==> src/rtl/fdma_pkg.sv <==
package fdma_pkg;
  localparam int ADDR_W = 3;
  localparam int WORD_W = 32;

  localparam logic [ADDR_W-1:0] REG_CTRL  = 3'd0;
  localparam logic [ADDR_W-1:0] REG_FADDR = 3'd1;
  localparam logic [ADDR_W-1:0] REG_MADDR = 3'd2;
  localparam logic [ADDR_W-1:0] REG_LEN   = 3'd3;
  localparam logic [ADDR_W-1:0] REG_SUM   = 3'd4;

  localparam int CB_GO      = 0;
  localparam int CB_TOFLASH = 1;
  localparam int CB_SUMONLY = 2;
  localparam int CB_BUSY    = 8;
  localparam int CB_DONE    = 9;

  typedef enum logic [1:0] {
    ST_IDLE  = 2'd0,
    ST_FETCH = 2'd1,
    ST_STORE = 2'd2
  } fdmaState_e;

  // strobes from control to datapath
  typedef struct packed {
    logic load;     // start: load rounded length, clear sum
    logic capture;  // latch source word for the store phase
    logic step;     // one word finished
    logic useLive;  // sum the live source word instead of the held one
  } dpStrobe_t;
endpackage

==> src/rtl/fdma_ctrl.sv <==
module fdma_ctrl
  import fdma_pkg::*;
(
  input  logic      clk,
  input  logic      rstN,
  input  logic      goReq,
  input  logic      toFlash,
  input  logic      sumOnly,
  input  logic      lastBeat,
  input  logic      flashReady,
  input  logic      memReady,
  output dpStrobe_t strobe,
  output logic      busy,
  output logic      done,
  output logic      flashValid,
  output logic      flashWrite,
  output logic      memValid,
  output logic      memWrite
);
  fdmaState_e stateQ, stateD;
  logic doneQ;
  logic fromMem, srcReady, dstReady, startOk;

  assign fromMem  = toFlash & ~sumOnly;
  assign srcReady = fromMem ? memReady : flashReady;
  assign dstReady = toFlash ? flashReady : memReady;
  assign startOk  = goReq && (stateQ == ST_IDLE);

  always_comb begin
    stateD     = stateQ;
    strobe     = '0;
    flashValid = 1'b0;
    flashWrite = 1'b0;
    memValid   = 1'b0;
    memWrite   = 1'b0;
    case (stateQ)
      ST_IDLE: begin
        if (startOk) begin
          strobe.load = 1'b1;
          stateD      = ST_FETCH;
        end
      end
      ST_FETCH: begin
        flashValid = ~fromMem;
        memValid   = fromMem;
        if (srcReady) begin
          if (sumOnly) begin
            strobe.step    = 1'b1;
            strobe.useLive = 1'b1;
            stateD         = lastBeat ? ST_IDLE : ST_FETCH;
          end else begin
            strobe.capture = 1'b1;
            stateD         = ST_STORE;
          end
        end
      end
      ST_STORE: begin
        flashValid = toFlash;
        flashWrite = toFlash;
        memValid   = ~toFlash;
        memWrite   = ~toFlash;
        if (dstReady) begin
          strobe.step = 1'b1;
          stateD      = lastBeat ? ST_IDLE : ST_FETCH;
        end
      end
      default: stateD = ST_IDLE;
    endcase
  end

  always_ff @(posedge clk) begin
    if (!rstN) begin
      stateQ <= ST_IDLE;
      doneQ  <= 1'b0;
    end else begin
      stateQ <= stateD;
      if (strobe.load)                doneQ <= 1'b0;
      else if (strobe.step && lastBeat) doneQ <= 1'b1;
    end
  end

  assign busy = (stateQ != ST_IDLE);
  assign done = doneQ;

  assert_done_idle_R9: assert property (@(posedge clk) disable iff (!rstN)
    doneQ |-> !busy);

  assert_finish_R9: assert property (@(posedge clk) disable iff (!rstN)
    (strobe.step && lastBeat) |=> (!busy && doneQ));

  assert_sum_mem_quiet_R8: assert property (@(posedge clk) disable iff (!rstN)
    (busy && sumOnly) |-> !memValid);
endmodule

==> src/rtl/fdma_datapath.sv <==
module fdma_datapath
  import fdma_pkg::*;
#(
  parameter int          START_LEN  = 1,
  parameter int          LEN_W      = 25,
  parameter logic [31:0] FLASH_MASK = 32'h0FFF_FFFC,
  parameter logic [31:0] MEM_MASK   = 32'h3FFF_FFFC
) (
  input  logic              clk,
  input  logic              rstN,
  input  logic              regWrEn,
  input  logic [ADDR_W-1:0] regAddr,
  input  logic [WORD_W-1:0] regWrData,
  output logic [WORD_W-1:0] regRdData,
  input  logic              busy,
  input  logic              done,
  input  dpStrobe_t         strobe,
  input  logic [WORD_W-1:0] flashRData,
  input  logic [WORD_W-1:0] memRData,
  output logic [WORD_W-1:0] flashAddr,
  output logic [WORD_W-1:0] memAddr,
  output logic [WORD_W-1:0] wData,
  output logic              toFlash,
  output logic              sumOnly,
  output logic              lastBeat
);
  localparam int CW = LEN_W + 1;  // room for the rounded maximum

  logic [WORD_W-1:0] flashAddrQ, memAddrQ, sumQ, holdQ, srcData;
  logic [CW-1:0]     lenQ, effLen, roundLen;
  logic              toFlashQ, sumOnlyQ, cfgWr;

  assign cfgWr    = regWrEn && !busy;
  assign effLen   = CW'(lenQ[LEN_W-1:0]) + CW'(START_LEN);
  assign roundLen = (effLen + CW'(3)) & ~CW'(3);
  assign srcData  = (toFlashQ && !sumOnlyQ) ? memRData : flashRData;
  assign lastBeat = (lenQ == CW'(4));

  always_ff @(posedge clk) begin
    if (!rstN) begin
      toFlashQ <= 1'b0;
      sumOnlyQ <= 1'b0;
    end else if (cfgWr && regAddr == REG_CTRL) begin
      toFlashQ <= regWrData[CB_TOFLASH];
      sumOnlyQ <= regWrData[CB_SUMONLY];
    end
  end

  always_ff @(posedge clk) begin
    if (!rstN) begin
      flashAddrQ <= '0;
      memAddrQ   <= '0;
      lenQ       <= '0;
      sumQ       <= '0;
    end else if (strobe.load) begin
      lenQ <= roundLen;
      sumQ <= '0;
    end else if (strobe.step) begin
      flashAddrQ <= (flashAddrQ + 32'd4) & FLASH_MASK;
      if (!sumOnlyQ) memAddrQ <= (memAddrQ + 32'd4) & MEM_MASK;
      lenQ <= lenQ - CW'(4);
      sumQ <= sumQ + (strobe.useLive ? srcData : holdQ);
    end else if (cfgWr) begin
      case (regAddr)
        REG_FADDR: flashAddrQ <= regWrData & FLASH_MASK;
        REG_MADDR: memAddrQ   <= regWrData & MEM_MASK;
        REG_LEN:   lenQ       <= {1'b0, regWrData[LEN_W-1:0]};
        REG_SUM:   sumQ       <= '0;
        default: ;
      endcase
    end
  end

  always_ff @(posedge clk) begin
    if (!rstN)               holdQ <= '0;
    else if (strobe.capture) holdQ <= srcData;
  end

  always_comb begin
    regRdData = '0;
    case (regAddr)
      REG_CTRL: begin
        regRdData[CB_TOFLASH] = toFlashQ;
        regRdData[CB_SUMONLY] = sumOnlyQ;
        regRdData[CB_BUSY]    = busy;
        regRdData[CB_DONE]    = done;
      end
      REG_FADDR: regRdData = flashAddrQ;
      REG_MADDR: regRdData = memAddrQ;
      REG_LEN:   regRdData = 32'(lenQ);
      REG_SUM:   regRdData = sumQ;
      default:   regRdData = '0;
    endcase
  end

  assign flashAddr = flashAddrQ;
  assign memAddr   = memAddrQ;
  assign wData     = holdQ;
  assign toFlash   = toFlashQ;
  assign sumOnly   = sumOnlyQ;

  assert_len_aligned_R1: assert property (@(posedge clk) disable iff (!rstN)
    busy |-> (lenQ[1:0] == 2'b00 && lenQ != '0));

  assert_len_writeback_R5: assert property (@(posedge clk) disable iff (!rstN)
    strobe.step |=> (lenQ == $past(lenQ) - CW'(4)));

  assert_sum_cleared_R6: assert property (@(posedge clk) disable iff (!rstN)
    strobe.load |=> (sumQ == '0));

  assert_cfg_frozen_R11: assert property (@(posedge clk) disable iff (!rstN)
    (busy && !strobe.step) |=> ($stable(flashAddrQ) && $stable(memAddrQ)));
endmodule

==> src/rtl/flash_word_dma.sv <==
module flash_word_dma
  import fdma_pkg::*;
#(
  parameter int          START_LEN  = 1,
  parameter int          LEN_W      = 25,
  parameter logic [31:0] FLASH_MASK = 32'h0FFF_FFFC,
  parameter logic [31:0] MEM_MASK   = 32'h3FFF_FFFC
) (
  input  logic        clk,
  input  logic        rstN,
  input  logic        regWrEn,
  input  logic [2:0]  regAddr,
  input  logic [31:0] regWrData,
  output logic [31:0] regRdData,
  output logic        flashValid,
  output logic        flashWrite,
  output logic [31:0] flashAddr,
  output logic [31:0] flashWData,
  input  logic        flashReady,
  input  logic [31:0] flashRData,
  output logic        memValid,
  output logic        memWrite,
  output logic [31:0] memAddr,
  output logic [31:0] memWData,
  input  logic        memReady,
  input  logic [31:0] memRData
);
  dpStrobe_t   strobe;
  logic        busy, done, toFlash, sumOnly, lastBeat, goReq;
  logic [31:0] wData;

  assign goReq = regWrEn && (regAddr == REG_CTRL) && regWrData[CB_GO];

  fdma_ctrl u_ctrl (
    .clk        (clk),
    .rstN       (rstN),
    .goReq      (goReq),
    .toFlash    (toFlash),
    .sumOnly    (sumOnly),
    .lastBeat   (lastBeat),
    .flashReady (flashReady),
    .memReady   (memReady),
    .strobe     (strobe),
    .busy       (busy),
    .done       (done),
    .flashValid (flashValid),
    .flashWrite (flashWrite),
    .memValid   (memValid),
    .memWrite   (memWrite)
  );

  fdma_datapath #(
    .START_LEN  (START_LEN),
    .LEN_W      (LEN_W),
    .FLASH_MASK (FLASH_MASK),
    .MEM_MASK   (MEM_MASK)
  ) u_dp (
    .clk        (clk),
    .rstN       (rstN),
    .regWrEn    (regWrEn),
    .regAddr    (regAddr),
    .regWrData  (regWrData),
    .regRdData  (regRdData),
    .busy       (busy),
    .done       (done),
    .strobe     (strobe),
    .flashRData (flashRData),
    .memRData   (memRData),
    .flashAddr  (flashAddr),
    .memAddr    (memAddr),
    .wData      (wData),
    .toFlash    (toFlash),
    .sumOnly    (sumOnly),
    .lastBeat   (lastBeat)
  );

  assign flashWData = wData;
  assign memWData   = wData;

  assert_flash_hold_R10: assert property (@(posedge clk) disable iff (!rstN)
    (flashValid && !flashReady) |=>
      (flashValid && $stable(flashAddr) && $stable(flashWrite) && $stable(flashWData)));

  assert_mem_hold_R10: assert property (@(posedge clk) disable iff (!rstN)
    (memValid && !memReady) |=>
      (memValid && $stable(memAddr) && $stable(memWrite) && $stable(memWData)));

  assert_one_port_R8: assert property (@(posedge clk) disable iff (!rstN)
    !(flashValid && memValid));
endmodule

==> config.mk <==
export PLATFORM = sky130hd
export DESIGN_NAME = flash_word_dma
export DESIGN_NICKNAME = d
export VERILOG_FILES = /design/src/rtl/fdma_pkg.sv /design/src/rtl/fdma_ctrl.sv /design/src/rtl/fdma_datapath.sv /design/src/rtl/flash_word_dma.sv
export SDC_FILE = /design/constraint.sdc
export NUM_CORES = 1
export LEC_CHECK = 0
export BUFFER_PORTS_ARGS = -buffer_cell sky130_fd_sc_hd__buf_2
export CELL_PAD_IN_SITES_DETAIL_PLACEMENT = 0
export CELL_PAD_IN_SITES_GLOBAL_PLACEMENT = 2
export CORE_UTILIZATION = 34
export CTS_BUF_LIST = sky130_fd_sc_hd__clkbuf_4 sky130_fd_sc_hd__clkbuf_8
export DETAILED_ROUTE_END_ITERATION = 16
export GPL_TIMING_DRIVEN = 0
export PLACE_DENSITY = 0.91
export SETUP_SLACK_MARGIN = 0.1
export SLEW_MARGIN = 0
export SYNTH_ARGS = -nofsm -noshare
export SYNTH_HDL_FRONTEND = slang
export SYNTH_SLANG_ARGS = --single-unit
==> constraint.sdc <==
create_clock -name clk -period 9.5 [get_ports clk]
set_input_delay 0.95 -clock clk [delete_from_list [all_inputs] [get_ports clk]]
set_output_delay 0.95 -clock clk [all_outputs]
set_load 0.05 [all_outputs]
; Word-level counts from Yosys, hierarchy flattened
; Index checks and enable logic that the tools add are counted.
[word_totals]
word_cells = 101
inputBits = 104
out_inout_bits = 164
ff_bits = 159
[op_classes]
muxes = 42
n_addsub = 6
bitwise = 6
reduce_logical = 26
eq_ne = 11
[ops]
columns = op, count
row1 = $mux W32, 12
row2 = $mux W26, 4
row3 = $pmux W22 S4, 1
row4 = $add A32 B32 Y32, 1
row5 = $add A30 B3 Y30 const B, 1
row6 = $add A28 B3 Y28 const B, 1
row7 = $add A25 B1 Y26 const B, 1
row8 = $add A26 B2 Y26 const B, 1
row9 = $eq A26 B3 Y1 const B, 1
row10 = $sub A26 B3 Y26 const B, 1
row11 = $pmux W2 S5, 2
row12 = $pmux W5 S4, 1
row13 = $reduce_bool A2 Y1, 6
row14 = $mux W1, 11
row15 = $mux W2, 5
row16 = $logic_and A1 B1 Y1, 7
row17 = $eq A3 B2 Y1 const B, 2
row18 = $ne A2 B1 Y1 const B, 3
row19 = $pmux W1 S2, 3
row20 = $pmux W2 S3, 1
row21 = $reduce_and A2 Y1, 3
row22 = $reduce_and A3 Y1, 2
row23 = $reduce_bool A3 Y1, 2
row24 = $not A1 Y1, 5
row25 = other kinds (13), 14

; Depth between registers and ports, before layout
[depth]
word_depth = 8
mapped_depth = 16
ltp_nobuf = 15

; Cells and area by module
; From an unflattened synthesis, not the netlist that was laid out.
[hier_totals]
cells_unflattened = 1554
area_unflattened_um2 = 11352.1
[modules_own_cells]
columns = mod, area_per_inst_um2, cells_per_inst, n_inst, seq_area_each_um2
row1 = fdma_datapath, 10779.1, 1480, 1, 2922.8
row2 = fdma_ctrl, 316.6, 40, 1, 60.1
row3 = flash_word_dma, 256.5, 34, 1, 0.0

; Least setup slack after synthesis
; OpenSTA, ideal clock, no wires.
[synth_path]
path_kind = input port to output port
start = in regAddr[0]
end = out regRdData[8]
setup_slack_ps = 5692
path_stages = 3
t_arrival_ps = 2858
path_buffers = 1
path_cell_list = clkbuf_1 mux4_2 o21ai_0
[synth_between]
elab_chain_cells = 2
word_cells_on_any_way = 6
cone_classes = eq/ne: 4 / mux: 1 / reduce/logical: 1
[synth_lines]
columns = element, line
row1 = start: declaration, flash_word_dma.sv:12  ; input logic [2:0] regAddr,
row2 = "$eq A3 B3 Y1, or another cell as far along", fdma_datapath.sv:81  ; case (regAddr)
row3 = $pmux W2 S5 (*), fdma_datapath.sv:81
row4 = end: declaration, flash_word_dma.sv:14  ; output logic [31:0] regRdData,
; Mark *: on every way between the ends. The rest lies on a longest branch, timed or not.

; Final worst setup path
[layout_path]
start = reg u_dp.toFlashQ, in the netlist u_dp.toFlash
end = reg u_dp.sumQ[30]
[layout_between]
elab_chain_cells = 7
word_cells_on_any_way = 15
cone_classes = add/sub: 1 / mux: 9 / bitwise: 1 / reduce/logical: 4
[layout_lines]
columns = element, line
row1 = start: declaration, fdma_datapath.sv:31  ; logic toFlashQ, sumOnlyQ, cfgWr;
row2 = start signal: assignment, fdma_datapath.sv:44  ; toFlashQ <= regWrData[CB_TOFLASH];
row3 = $and A1 B1 Y1, fdma_ctrl.sv:24  ; assign fromMem = toFlash & ~sumOnly;
row4 = $mux W1, fdma_ctrl.sv:25  ; assign srcReady = fromMem ? memReady : flashReady;
row5 = $mux W3, fdma_ctrl.sv:46  ; if (srcReady) begin
row6 = $mux W1, fdma_ctrl.sv:36  ; case (stateQ)
row7 = $mux W32, fdma_datapath.sv:62  ; sumQ <= sumQ + (strobe.useLive ? srcData : holdQ);
row8 = $add A32 B32 Y32, fdma_datapath.sv:62
row9 = $mux W32, fdma_datapath.sv:58  ; end else if (strobe.step) begin
row10 = end signal: assignment, fdma_datapath.sv:62
row11 = end: declaration, fdma_datapath.sv:29  ; logic [WORD_W-1:0] flashAddrQ, memAddrQ, sumQ, holdQ, srcData;
; Several ways; a longest one is shown, not always the timed one.
; A chain may end at the register's enable or synchronous reset.

==> results.cfg <==
[outcome]
status = complete, no violations

[synthesis]
synth-simple-area-share = 0.216
synth_mux_area_frac = 0.0396
synth-seq-area-share = 0.267
yosys.area.top_type = dfxtp_1
synth_seq_cells = 149
yosys_warnings = 0
avgSynthCellArea_um2 = 7.44
synth-xor-area-share = 0.0313
synthesis.area_um2 = 11200
synth_edf_count = 0
synth_top_family_by_area = compound AO/OA/AOI/OAI gates
synth_ff_type = dfxtp_1
synth-compound-area-share = 0.318
synthAdderAreaFrac = 0.0544
ys_types = 79
postSynthCellCount = 1502
synth_top_area_share = 0.267
async_flop_share = 0
synthTopCellsByArea = dfxtp_1, o21ai_0, a21oi_1

[worst_setup_path]
rrSetupSlack_ps = 4660
start_kind = flop
crit_required_ps = 9850
crit_fanout = 10
end_kind = flop
cp.arrival_ps = 5190
r2r-end = u_dp.sumQ[30]
worstSetupPathType = reg2reg
rr_startpoint = u_dp.toFlash
reg2reg_depth = 16

[drt]
avgViaCountPerCell = 6.00
drc_errors = 0
wl_um = 55200
vias = 13444
drt-initial-drc-count = 1407
drtPass1Iterations = 6
wl_per_cell_um = 24.6
ant_nets = 0

[sta]
fin_worst_skew_ps = 31.3
tightest_slew_ps = 1190
finalSetupTns_ps = 0
final.min_clock_period_ps = 4840
min_period_over_period = 0.509
slew_headroom = 0.207
slew_violations = 0
post-route-worst-setup-slack_ps = 4660
hold_violations = 0
setup_viol = 0
rsz0062_at_grt = no
fmax_ghz = 0.207

[cts]
numCtsBuffers = 17
cts_tree = built
cts_max_path_buffers = 2
path_clk_slew_ps = 100
clock_latency_ps = 490
cts_setup_buffers = 0
htreeDepth = 4
numClockSinks = 149
holdBufCountCts = 0
postCtsResizedCells = 0
cts_root_buf = clkbuf_8

[floorplan]
dieHeight_um = 183
rows = 66
die_area_um2 = 33600
io_pins = 268
fp.coreArea_um2 = 32500
initial_utilization = 0.344
die_x_um = 183

[grt]
antenna_found_initial = 1
grt_pass1_wl_um = 79000
grt_remaining_overflow = 0
grtUsageTotal = 0.319
grt_pass1_vias = 12186
grt_max_degree = 17

[place]
gp_congestion = 0.977
dp_worst_setup_slack_ps = 4560
portBuffers = 255
hpwl_um = 42200

[pwr]
ir_drop_mv = 0.0948
p_leak_uw = 0.00577
power.density_nw_per_um2 = 163

[cells_and_area]
drive_gt1_frac = 0.207
syn2layout_area_growth_pct = 20.3
fin_nets = 1937

[job]
cap_violations = 0

[hold_path]
min_path_cells = 2
hold_class = reg2reg
==> critical path: stages, from the launching register on <==
cell and delay, ps:
dfxtp_1 310, clkbuf_1 380, nor2b_1 290, clkbuf_1 410
buf_2 380, mux2i_1 320, o21ai_0 240, ha_1 290
fa_1 400, nand3_1 130, a21oi_1 140, o211ai_1 270
a311oi_1 160, a311oi_1 520, o21ai_0 220, xnor2_1 170
o21ai_0 90
==> cell usage in the layout (no fill, tap or decap), types with 19 or more instances in the layout <==
master      n
a211oi_1   56
o22ai_1    26
buf_4      42
o21ai_0   137
nand3_1    50
a221o_1    21
a22oi_1    24
nor3_1     33
xnor2_1    21
nor2_1    133
a21o_1     26
nand2_1   158
xor2_1     19
ha_1       47
dfxtp_1   149
buf_2     271
a21oi_1   130
nand4_1    19
mux2i_1    36
and3_1     33
a22o_1     27
clkbuf_1   93
==> metal layers <==
metal / share of wire / global-route usage
met1: 0.41 / 0.407
met2: 0.44 / 0.513
met4: 0.054 / 0.173
met3: 0.095 / 0.0530
met5: 0.00025 / 0
==> power breakdown <==
| part | switching [µW] | total, µW | internal (µW) |
|---|---|---|---|
| Combinational | 633 | 894 | 261 |
| Sequential | 67.5 | 744 | 676 |
| Clock | 306 | 547 | 241 |
| Total | 1010 | 2180 | 1180 |
==> state kept, by name, indices dropped and copies added (netlist names), named ones only <==
signal / flops
u_dp.flashAddr: 26
u_dp.sumOnly: 1
u_dp.wData: 32
u_dp.lenQ: 24
u_dp.memAddr: 28
u_dp.toFlash: 1
u_ctrl.stateQ: 2
u_ctrl.done: 1
u_dp.sumQ: 32
==> synth_stat cells (all sizes together) (4+ instances only) <==
master / n
or4: 4
a31oi: 15
and4: 6
nor2: 133
and2: 18
o211ai: 8
nand3: 50
dfxtp: 149
a221o: 21
xor2: 19
buf: 63
a22o: 27
nand3b: 7
ha: 47
clkbuf: 93
inv: 15
xnor2: 21
o22ai: 27
a31o: 6
a22oi: 24
a221oi: 6
mux2i: 36
nand2: 159
or3: 6
nand2b: 6
a41oi: 5
mux2: 5
a211oi: 56
o21ai: 150
nor2b: 7
nand4: 19
a21oi: 130
a21o: 26
o31ai: 12
and3: 33
nor3: 35
nor4: 8
o21a: 5
==> metrics by stage <==
| stage | area, µm² | hold slack [ps] | instances | utilization | power, µW |
|---|---|---|---|---|---|
| 2_1_floorplan | 11200 | 433 | 1511 | - | 1400 |
| 3_3_place_gp | 13000 | 453 | 2208 | 0.402 | 1630 |
| 3_5_place_dp | 13000 | 463 | 2208 | 0.402 | 1640 |
| 4_1_cts | 13400 | 481 | 2239 | 0.414 | 2180 |
| 5_1_grt | 13400 | 526 | 2239 | 0.414 | 2270 |
| 6_report | 13400 | 484 | 2240 | 0.414 | 2180 |
==> layout make-up <==
class | instances | area (µm²)
fill | 3519 | 19000
multi-input combinational | 1191 | 7400
sequential | 149 | 2980
timing repair buffer | 255 | 1280
buffer | 156 | 771
tap | 442 | 553
clock buffer | 17 | 234
clock inverter | 14 | 165
inverter | 15 | 56.3
antenna | 1 | 2.50
==> how the worst max path moves through the flow <==
stage	endpoint	slack [ps]	start
2_1_floorplan	regRdData[8]	5690	regAddr[0]
3_3_place_gp	u_dp.sumQ[30]	4570	u_dp.toFlash
4_1_cts	u_dp.sumQ[30]	4540	u_dp.toFlash
3_5_place_dp	u_dp.sumQ[30]	4560	u_dp.toFlash
5_1_grt	u_dp.sumQ[30]	4180	u_dp.toFlash
6_report	u_dp.sumQ[30]	4660	u_dp.toFlash
==> logic make-up after synthesis <==
logic type | count (synthesis)
AOI/OAI and AO/OA | 551
xor gates and xnor gates | 40
adders and majority gates | 48
buffers and inverters | 171
DFF | 149
muxes | 42
other | 1
and+or+nand+nor | 500
Note: power is estimated with default switching activity, not from simulation.
